===== config.mk =====
export PLATFORM = sky130hd
export DESIGN_NAME = pin_rename_map
export DESIGN_NICKNAME = d
export VERILOG_FILES = /design/src/rtl/pin_rename_pkg.sv /design/src/rtl/prm_map_table.sv /design/src/rtl/prm_pin_table.sv /design/src/rtl/prm_ctrl.sv /design/src/rtl/pin_rename_map.sv
export SDC_FILE = /design/constraint.sdc
export NUM_CORES = 1
export LEC_CHECK = 0
export ABC_CLOCK_PERIOD_IN_PS = 11430
export BUFFER_PORTS_ARGS = -buffer_cell sky130_fd_sc_hd__buf_2
export CAP_MARGIN = 20
export CORE_MARGIN = 3
export CORE_UTILIZATION = 50
export DETAILED_ROUTE_END_ITERATION = 10
export MAX_ROUTING_LAYER = met4
export PLACE_DENSITY = 0.75
export SYNTH_ARGS = -nofsm -noshare
export SYNTH_HDL_FRONTEND = slang
export SYNTH_SLANG_ARGS = --single-unit

===== constraint.sdc =====
create_clock -name clk -period 11.43 [get_ports clk]
set_clock_uncertainty 0.05 [all_clocks]
set_input_delay 2.8575 -clock clk [delete_from_list [all_inputs] [get_ports clk]]
set_output_delay 2.8575 -clock clk [all_outputs]
set_load 0.03 [all_outputs]

===== src/rtl/pin_rename_pkg.sv =====
package pin_rename_pkg;
  parameter int ARCH_REGS = 32;
  parameter int PHYS_REGS = 64;
  parameter int PIN_BITS  = 3;

  localparam int AW  = $clog2(ARCH_REGS);
  localparam int TW  = $clog2(PHYS_REGS);
  localparam int CW  = PIN_BITS + 1;

  typedef logic [AW-1:0]       arch_t;
  typedef logic [TW-1:0]       tag_t;
  typedef logic [PIN_BITS-1:0] pin_t;
  typedef logic [CW-1:0]       wtc_t;

  typedef struct packed {
    pin_t left;
    wtc_t wtc;
  } pin_rec_t;

  typedef enum logic [1:0] {
    OP_ZERO  = 2'd0,
    OP_REUSE = 2'd1,
    OP_ALLOC = 2'd2
  } op_t;
endpackage


===== src/rtl/prm_map_table.sv =====
module prm_map_table
  import pin_rename_pkg::*;
(
  input  logic  clk,
  input  logic  rst,
  input  arch_t rd_idx,
  output tag_t  rd_tag,
  input  logic  wr_en,
  input  arch_t wr_idx,
  input  tag_t  wr_tag
);
  // Entry 0 is the zero register: not stored, always reads physical 0.
  tag_t ent [ARCH_REGS];

  always_ff @(posedge clk) begin
    if (rst) begin
      for (int i = 0; i < ARCH_REGS; i++) ent[i] <= tag_t'(i);
    end else if (wr_en && wr_idx != '0) begin
      ent[wr_idx] <= wr_tag;
    end
  end

  always_comb begin
    rd_tag = (rd_idx == '0) ? '0 : ent[rd_idx];
  end
endmodule


===== src/rtl/prm_pin_table.sv =====
module prm_pin_table
  import pin_rename_pkg::*;
(
  input  logic     clk,
  input  logic     rst,
  input  tag_t     rd_tag,
  output pin_rec_t rd_rec,
  input  logic     wr_en,
  input  tag_t     wr_tag,
  input  pin_rec_t wr_rec
);
  pin_rec_t rec [PHYS_REGS];

  always_ff @(posedge clk) begin
    if (rst) begin
      for (int i = 0; i < PHYS_REGS; i++) rec[i] <= '0;
    end else if (wr_en) begin
      rec[wr_tag] <= wr_rec;
    end
  end

  assign rd_rec = rec[rd_tag];
endmodule


===== src/rtl/prm_ctrl.sv =====
module prm_ctrl
  import pin_rename_pkg::*;
(
  input  logic     req_valid,
  input  arch_t    req_arch,
  input  pin_t     req_pins,
  input  pin_rec_t cur_rec,
  input  logic     fl_valid,
  output logic     req_ready,
  output logic     accept,
  output op_t      op,
  output logic     err
);
  always_comb begin
    if (req_arch == '0)             op = OP_ZERO;
    else if (cur_rec.left != '0)    op = OP_REUSE;
    else                            op = OP_ALLOC;
    req_ready = (op != OP_ALLOC) || fl_valid;
    accept    = req_valid && req_ready;
    err       = (op == OP_REUSE) && (req_pins != '0);
  end
endmodule


===== src/rtl/pin_rename_map.sv =====
module pin_rename_map
  import pin_rename_pkg::*;
(
  input  logic                clk,
  input  logic                rst,
  input  logic                req_valid,
  output logic                req_ready,
  input  logic [AW-1:0]       req_arch,
  input  logic [PIN_BITS-1:0] req_pins,
  input  logic                fl_valid,
  input  logic [TW-1:0]       fl_tag,
  output logic                fl_pop,
  output logic                rsp_valid,
  output logic [TW-1:0]       rsp_new_tag,
  output logic [TW-1:0]       rsp_prev_tag,
  output logic                rsp_reused,
  output logic                rsp_err,
  output logic [PIN_BITS-1:0] rsp_pin_left,
  output logic [CW-1:0]       rsp_wtc,
  output logic                sb_clr_valid,
  output logic [TW-1:0]       sb_clr_tag
);
  tag_t     cur_tag;
  pin_rec_t cur_rec;
  logic     accept;
  logic     err;
  op_t      op;

  tag_t     new_tag;
  pin_rec_t new_rec;
  logic     map_we;
  logic     pin_we;

  prm_map_table u_map (
    .clk    (clk),
    .rst    (rst),
    .rd_idx (req_arch),
    .rd_tag (cur_tag),
    .wr_en  (map_we),
    .wr_idx (req_arch),
    .wr_tag (fl_tag)
  );

  prm_pin_table u_pins (
    .clk    (clk),
    .rst    (rst),
    .rd_tag (cur_tag),
    .rd_rec (cur_rec),
    .wr_en  (pin_we),
    .wr_tag (new_tag),
    .wr_rec (new_rec)
  );

  prm_ctrl u_ctrl (
    .req_valid (req_valid),
    .req_arch  (req_arch),
    .req_pins  (req_pins),
    .cur_rec   (cur_rec),
    .fl_valid  (fl_valid),
    .req_ready (req_ready),
    .accept    (accept),
    .op        (op),
    .err       (err)
  );

  always_comb begin
    new_tag = cur_tag;
    new_rec = cur_rec;
    map_we  = 1'b0;
    pin_we  = 1'b0;
    unique case (op)
      OP_ZERO: begin
        new_tag = '0;
        new_rec = '0;
      end
      OP_REUSE: begin
        new_rec.left = cur_rec.left - pin_t'(1);
        pin_we       = accept;
      end
      default: begin
        new_tag      = fl_tag;
        new_rec.left = req_pins;
        new_rec.wtc  = wtc_t'(req_pins) + wtc_t'(1);
        map_we       = accept;
        pin_we       = accept;
      end
    endcase
    fl_pop = accept && (op == OP_ALLOC);
  end

  always_ff @(posedge clk) begin
    if (rst) begin
      rsp_valid    <= 1'b0;
      rsp_new_tag  <= '0;
      rsp_prev_tag <= '0;
      rsp_reused   <= 1'b0;
      rsp_err      <= 1'b0;
      rsp_pin_left <= '0;
      rsp_wtc      <= '0;
      sb_clr_valid <= 1'b0;
      sb_clr_tag   <= '0;
    end else begin
      rsp_valid    <= accept;
      sb_clr_valid <= accept;
      if (accept) begin
        rsp_new_tag  <= new_tag;
        rsp_prev_tag <= cur_tag;
        rsp_reused   <= (op == OP_REUSE);
        rsp_err      <= err;
        rsp_pin_left <= new_rec.left;
        rsp_wtc      <= new_rec.wtc;
        sb_clr_tag   <= new_tag;
      end
    end
  end


  pop_needs_free_chk: assert property (@(posedge clk) disable iff (rst)
    fl_pop |-> fl_valid);


  pop_only_on_accept_chk: assert property (@(posedge clk) disable iff (rst)
    fl_pop |-> (req_valid && req_ready));


  rsp_after_accept_chk: assert property (@(posedge clk) disable iff (rst)
    (req_valid && req_ready) |=> rsp_valid);


  reuse_same_tag_chk: assert property (@(posedge clk) disable iff (rst)
    (rsp_valid && rsp_reused) |-> (rsp_new_tag == rsp_prev_tag));


  err_only_on_reuse_chk: assert property (@(posedge clk) disable iff (rst)
    (rsp_valid && rsp_err) |-> rsp_reused);


  sb_follows_rsp_chk: assert property (@(posedge clk) disable iff (rst)
    sb_clr_valid |-> (rsp_valid && sb_clr_tag == rsp_new_tag));
endmodule


==> flow_results.org <==
** Status
- Status :: finished with violations
- Violated checks :: DRC

** Floorplan
- The region available for standard cell placement spans 61900 um2.
- From left edge to right edge, the die measures 257 um.
- Overall die height :: 257 um
- Standard-cell row count :: 91
- IO Pins :: 49
- For this configuration, the core starts out at a cell density of 0.507.
- The die covers 65900 um2.

** Power and ir drop
- For this design the static power due to leakage is 12.2 nW.
- Of the total power, the share spent switching nets is 0.340.
- The share of total power dissipated in the clock network is 0.331.
- Total power per unit cell area :: 192 nW/um2
- Overall power of the completed layout :: 0.00667 W
- IR analysis of the VDD net gives a maximum drop of 0.240 mV.
- Of the total power, combinational logic draws 0.250.
- Cell internal power was estimated by the tool at 0.00440 W.
- The share of total power dissipated in sequential elements is 0.419.
- Net switching component of the power :: 0.00227 W

** Placement
- Buffers placed on the I/O ports in this run total 48.
- Detailed placement finished with a half-perimeter wire length of 66400 um.
- Post-placement cell count :: 3561
- At the end of routability-driven placement, the weighted congestion stood at 1.09.
- Placement-stage worst setup slack :: 0.586 ns

** CTS
- Counting every sink on the clock net gives 662.
- Number of H-tree branching levels :: 3
- The tree is rooted in a sky130_fd_sc_hd__clkbuf_16.
- Clk buf depth :: 3
- TritonCTS built the clock tree.
- Clock edge transition at the registers on the reported setup and hold paths :: 0.05 ns
- At the later pin of the worst-skew pair, clock insertion delay measures 0.63 ns.
- Counting the buffers created by CTS gives 70.
- CTS resizes :: 0
- Hold buffer count at cts :: 0
- In this run the post-CTS setup repair buffer count came out at 0.

** GRT
- Largest net degree at the start of global routing :: 85
- Total routing usage reported by global routing :: 0.312
- Vias in the first global route :: 23.6k
- Global-route wire length before repair :: 151000 um
- For this run the aggregate overflow at the end of global routing stands at 0.
- Initial antenna violation count :: 13

** Logic synthesis
- In this run, synthesis produced a sequential element count of 662.
- In the synthesized netlist the dominant register cell turns out to be sky130_fd_sc_hd__edfxtp_1.
- Dividing the synthesized area by the synthesized cell count gives 11.1 um2.
- Main area contributors after synthesis :: sky130_fd_sc_hd__edfxtp_1, sky130_fd_sc_hd__nor2_1, sky130_fd_sc_hd__mux2i_1
- By count the netlist is led by sky130_fd_sc_hd__edfxtp_1, sky130_fd_sc_hd__nor2_1, sky130_fd_sc_hd__nand2_1.
- sky130_fd_sc_hd__edfxtp_1 is the most common cell in the netlist.
- Biggest area consumer among synthesized cells :: sky130_fd_sc_hd__edfxtp_1
- Yosys printed 0 warnings.
- Summing every instance area after synthesis gives 31400 um2.
- Number of instances in the synthesized netlist :: 2819
- Share of synthesized area occupied by flip-flops and latches :: 0.626
- Number of enable-type register cells in the synthesized netlist :: 640
- Proportion of register bits with asynchronous set or reset after synthesis :: 0
- Yosys mapped the design onto 83 distinct sky130hd cell types.
- The share of synthesized area in the top cell type comes to 0.611.

** Drt
- Wire length on met1 :: 38300 um
- In the final routed layout, each cell accounts on average for 27.4 um.
- For this run, the detailed router's first-pass iteration total came to 11.
- Summed over all nets, wire length on met3 after detailed routing comes to 14800 um.
- In the routed layout, each cell is associated on average with a via count of 6.54.
- In this run the remaining antenna-violating nets after routing total 0.
- Wire length after detailed routing :: 101000 um
- DR top layer :: met4
- DRC viols :: 1
- Vias after detailed routing :: 24.2k
- The first routing iteration left 3905 violations.
- WL met2 :: 44100 um

** Worst setup path
- CP startpoint kind :: input pin
- STA classifies the critical path endpoint as a primary output.
- Data arrival, critical path :: 8.17 ns
- In this run the worst path has a maximum fanout of 51.
- Kind of critical path :: in -> out
- Reg2Reg Setup Slack :: 4.30 ns
- CP required :: 8.52 ns

** Cells and area
- Layout-stage area growth over the synthesis result :: 10.7%
- Final non-filler cell total :: 3699
- Final net count :: 2821
- Final cell utilization of the core :: 0.561
- Summing all multi-input logic gate instances after layout gives 10800 um2.
- Fill cells in the final layout number 5238.
- Share of cells above drive strength 1 :: 0.105
- Storage element area :: 19700 um2

** STA
- Final-layout setup total negative slack :: 0 ns
- Post-route minimum period :: 11.08 ns
- Portion of the clock cycle consumed by the worst path in the final layout :: 0.969
- The worst pin sits at a relative slew slack of 0.150.
- Setup violations remaining at the end of the flow were counted as 0.
- The hold violation count in the final report is 0.
- Unrepaired setup endpoints after global routing :: false
- Derived from the worst setup path, the maximum achievable clock frequency is 90.3 MHz.
- Count of final max-slew check failures :: 0
- Post-route worst setup slack :: 0.355 ns
- Transition time at the pin with the least slew margin :: 1.28 ns

** Run
- Max-cap violations in this run came to 0.

** Hold path
- Worst min-delay path category :: reg -> reg
==> power by group through the flow <==
stage	logic, W	clock network (W)	registers, W
after floorplan	0.000967	0	0.00286
after global placement	0.00156	0	0.00284
after detailed placement	0.00159	0	0.00284
after CTS	0.00159	0.00220	0.00280
after global routing	0.00171	0.00231	0.00280
final	0.00167	0.00221	0.00280
==> metal layers <==
metal,track usage,vias up
li1,-,10200
met1,0.419,11800
met2,0.453,1903
met3,0.0951,357
met4,0.111,0
met5,-,-
==> critical path: stages <==
cell                       delay, ns
sky130_fd_sc_hd__buf_6          0.49
sky130_fd_sc_hd__buf_4          0.34
sky130_fd_sc_hd__mux2i_1        0.28
sky130_fd_sc_hd__o22ai_1        0.12
sky130_fd_sc_hd__nor4_1         0.71
sky130_fd_sc_hd__buf_4          0.27
sky130_fd_sc_hd__a21o_1         0.18
sky130_fd_sc_hd__buf_4          0.44
sky130_fd_sc_hd__a311oi_1       0.16
sky130_fd_sc_hd__a311oi_1       0.32
sky130_fd_sc_hd__a21oi_1        0.16
sky130_fd_sc_hd__a211o_1        0.34
sky130_fd_sc_hd__o31ai_1        0.11
sky130_fd_sc_hd__ha_1           0.39
sky130_fd_sc_hd__and2_1         0.22
sky130_fd_sc_hd__o31ai_2        0.10
sky130_fd_sc_hd__nor2_1         0.32
sky130_fd_sc_hd__buf_2          0.27
==> logic make-up after synthesis <==
kind of cell,synth area share
DFF,0.626
adders and majority gates,0.00159
AOI/OAI and AO/OA,0.0802
xor gates and xnor gates,0.000279
buffers and inverters,0.0366
muxes,0.0548
and+or+nand+nor,0.201
other,0.000119
==> path summary, 6_finish.rpt <==
path               startpoint                 to  depth (start not counted)
min           rsp_prev_tag[0]    rsp_prev_tag[0]                          2
max reg2reg  u_map.ent[23][2]  u_pins.rec[28][1]                         18
max               req_arch[1]             fl_pop                         18
min reg2reg   rsp_prev_tag[0]    rsp_prev_tag[0]                          2
==> sequential cells by signal, indices dropped and copies added (netlist names) <==
| signal | cells |
|---|---|
| u_map.ent | 192 |
| rsp_pin_left | 3 |
| rsp_reused | 1 |
| rsp_prev_tag | 6 |
| u_pins.rec | 448 |
| sb_clr_tag | 6 |
| sb_clr_valid | 1 |
| rsp_err | 1 |
| rsp_wtc | 4 |
==> area by class of cell <==
class                           instances  area share
Clock inverter                         40     0.00932
Tap cell                              837      0.0301
Antenna cell                           11    0.000792
Sequential cell                       662       0.565
Clock buffer                           84      0.0525
Multi-Input combinational cell       1914       0.310
Timing Repair Buffer                  142      0.0313
Inverter                                9    0.000971
==> placed cells by master, fill, tap and decap left out, types with 42 or more instances in the layout <==
| cell type | synthesis | routed |
|---|---|---|
| sky130_fd_sc_hd__a221oi_1 | 42 | 42 |
| sky130_fd_sc_hd__and3_1 | 43 | 43 |
| sky130_fd_sc_hd__buf_2 | 94 | 46 |
| sky130_fd_sc_hd__buf_4 | 19 | 84 |
| sky130_fd_sc_hd__clkbuf_16 | 0 | 71 |
| sky130_fd_sc_hd__edfxtp_1 | 640 | 640 |
| sky130_fd_sc_hd__mux2i_1 | 148 | 147 |
| sky130_fd_sc_hd__nand2_1 | 386 | 384 |
| sky130_fd_sc_hd__nand2b_1 | 70 | 70 |
| sky130_fd_sc_hd__nand3_1 | 110 | 109 |
| sky130_fd_sc_hd__nor2_1 | 561 | 559 |
| sky130_fd_sc_hd__nor2b_1 | 58 | 58 |
| sky130_fd_sc_hd__nor3_1 | 51 | 51 |
| sky130_fd_sc_hd__o22ai_1 | 62 | 62 |
==> through the flow <==
step,hold slack (ns),area (um2)
detailed placement,0.399,32600
finish,0.403,34800
global placement,0.399,32500
global route,0.423,34800
CTS,0.407,34700
floorplan,0.527,31400
Note: power is estimated with default switching activity, not from simulation.
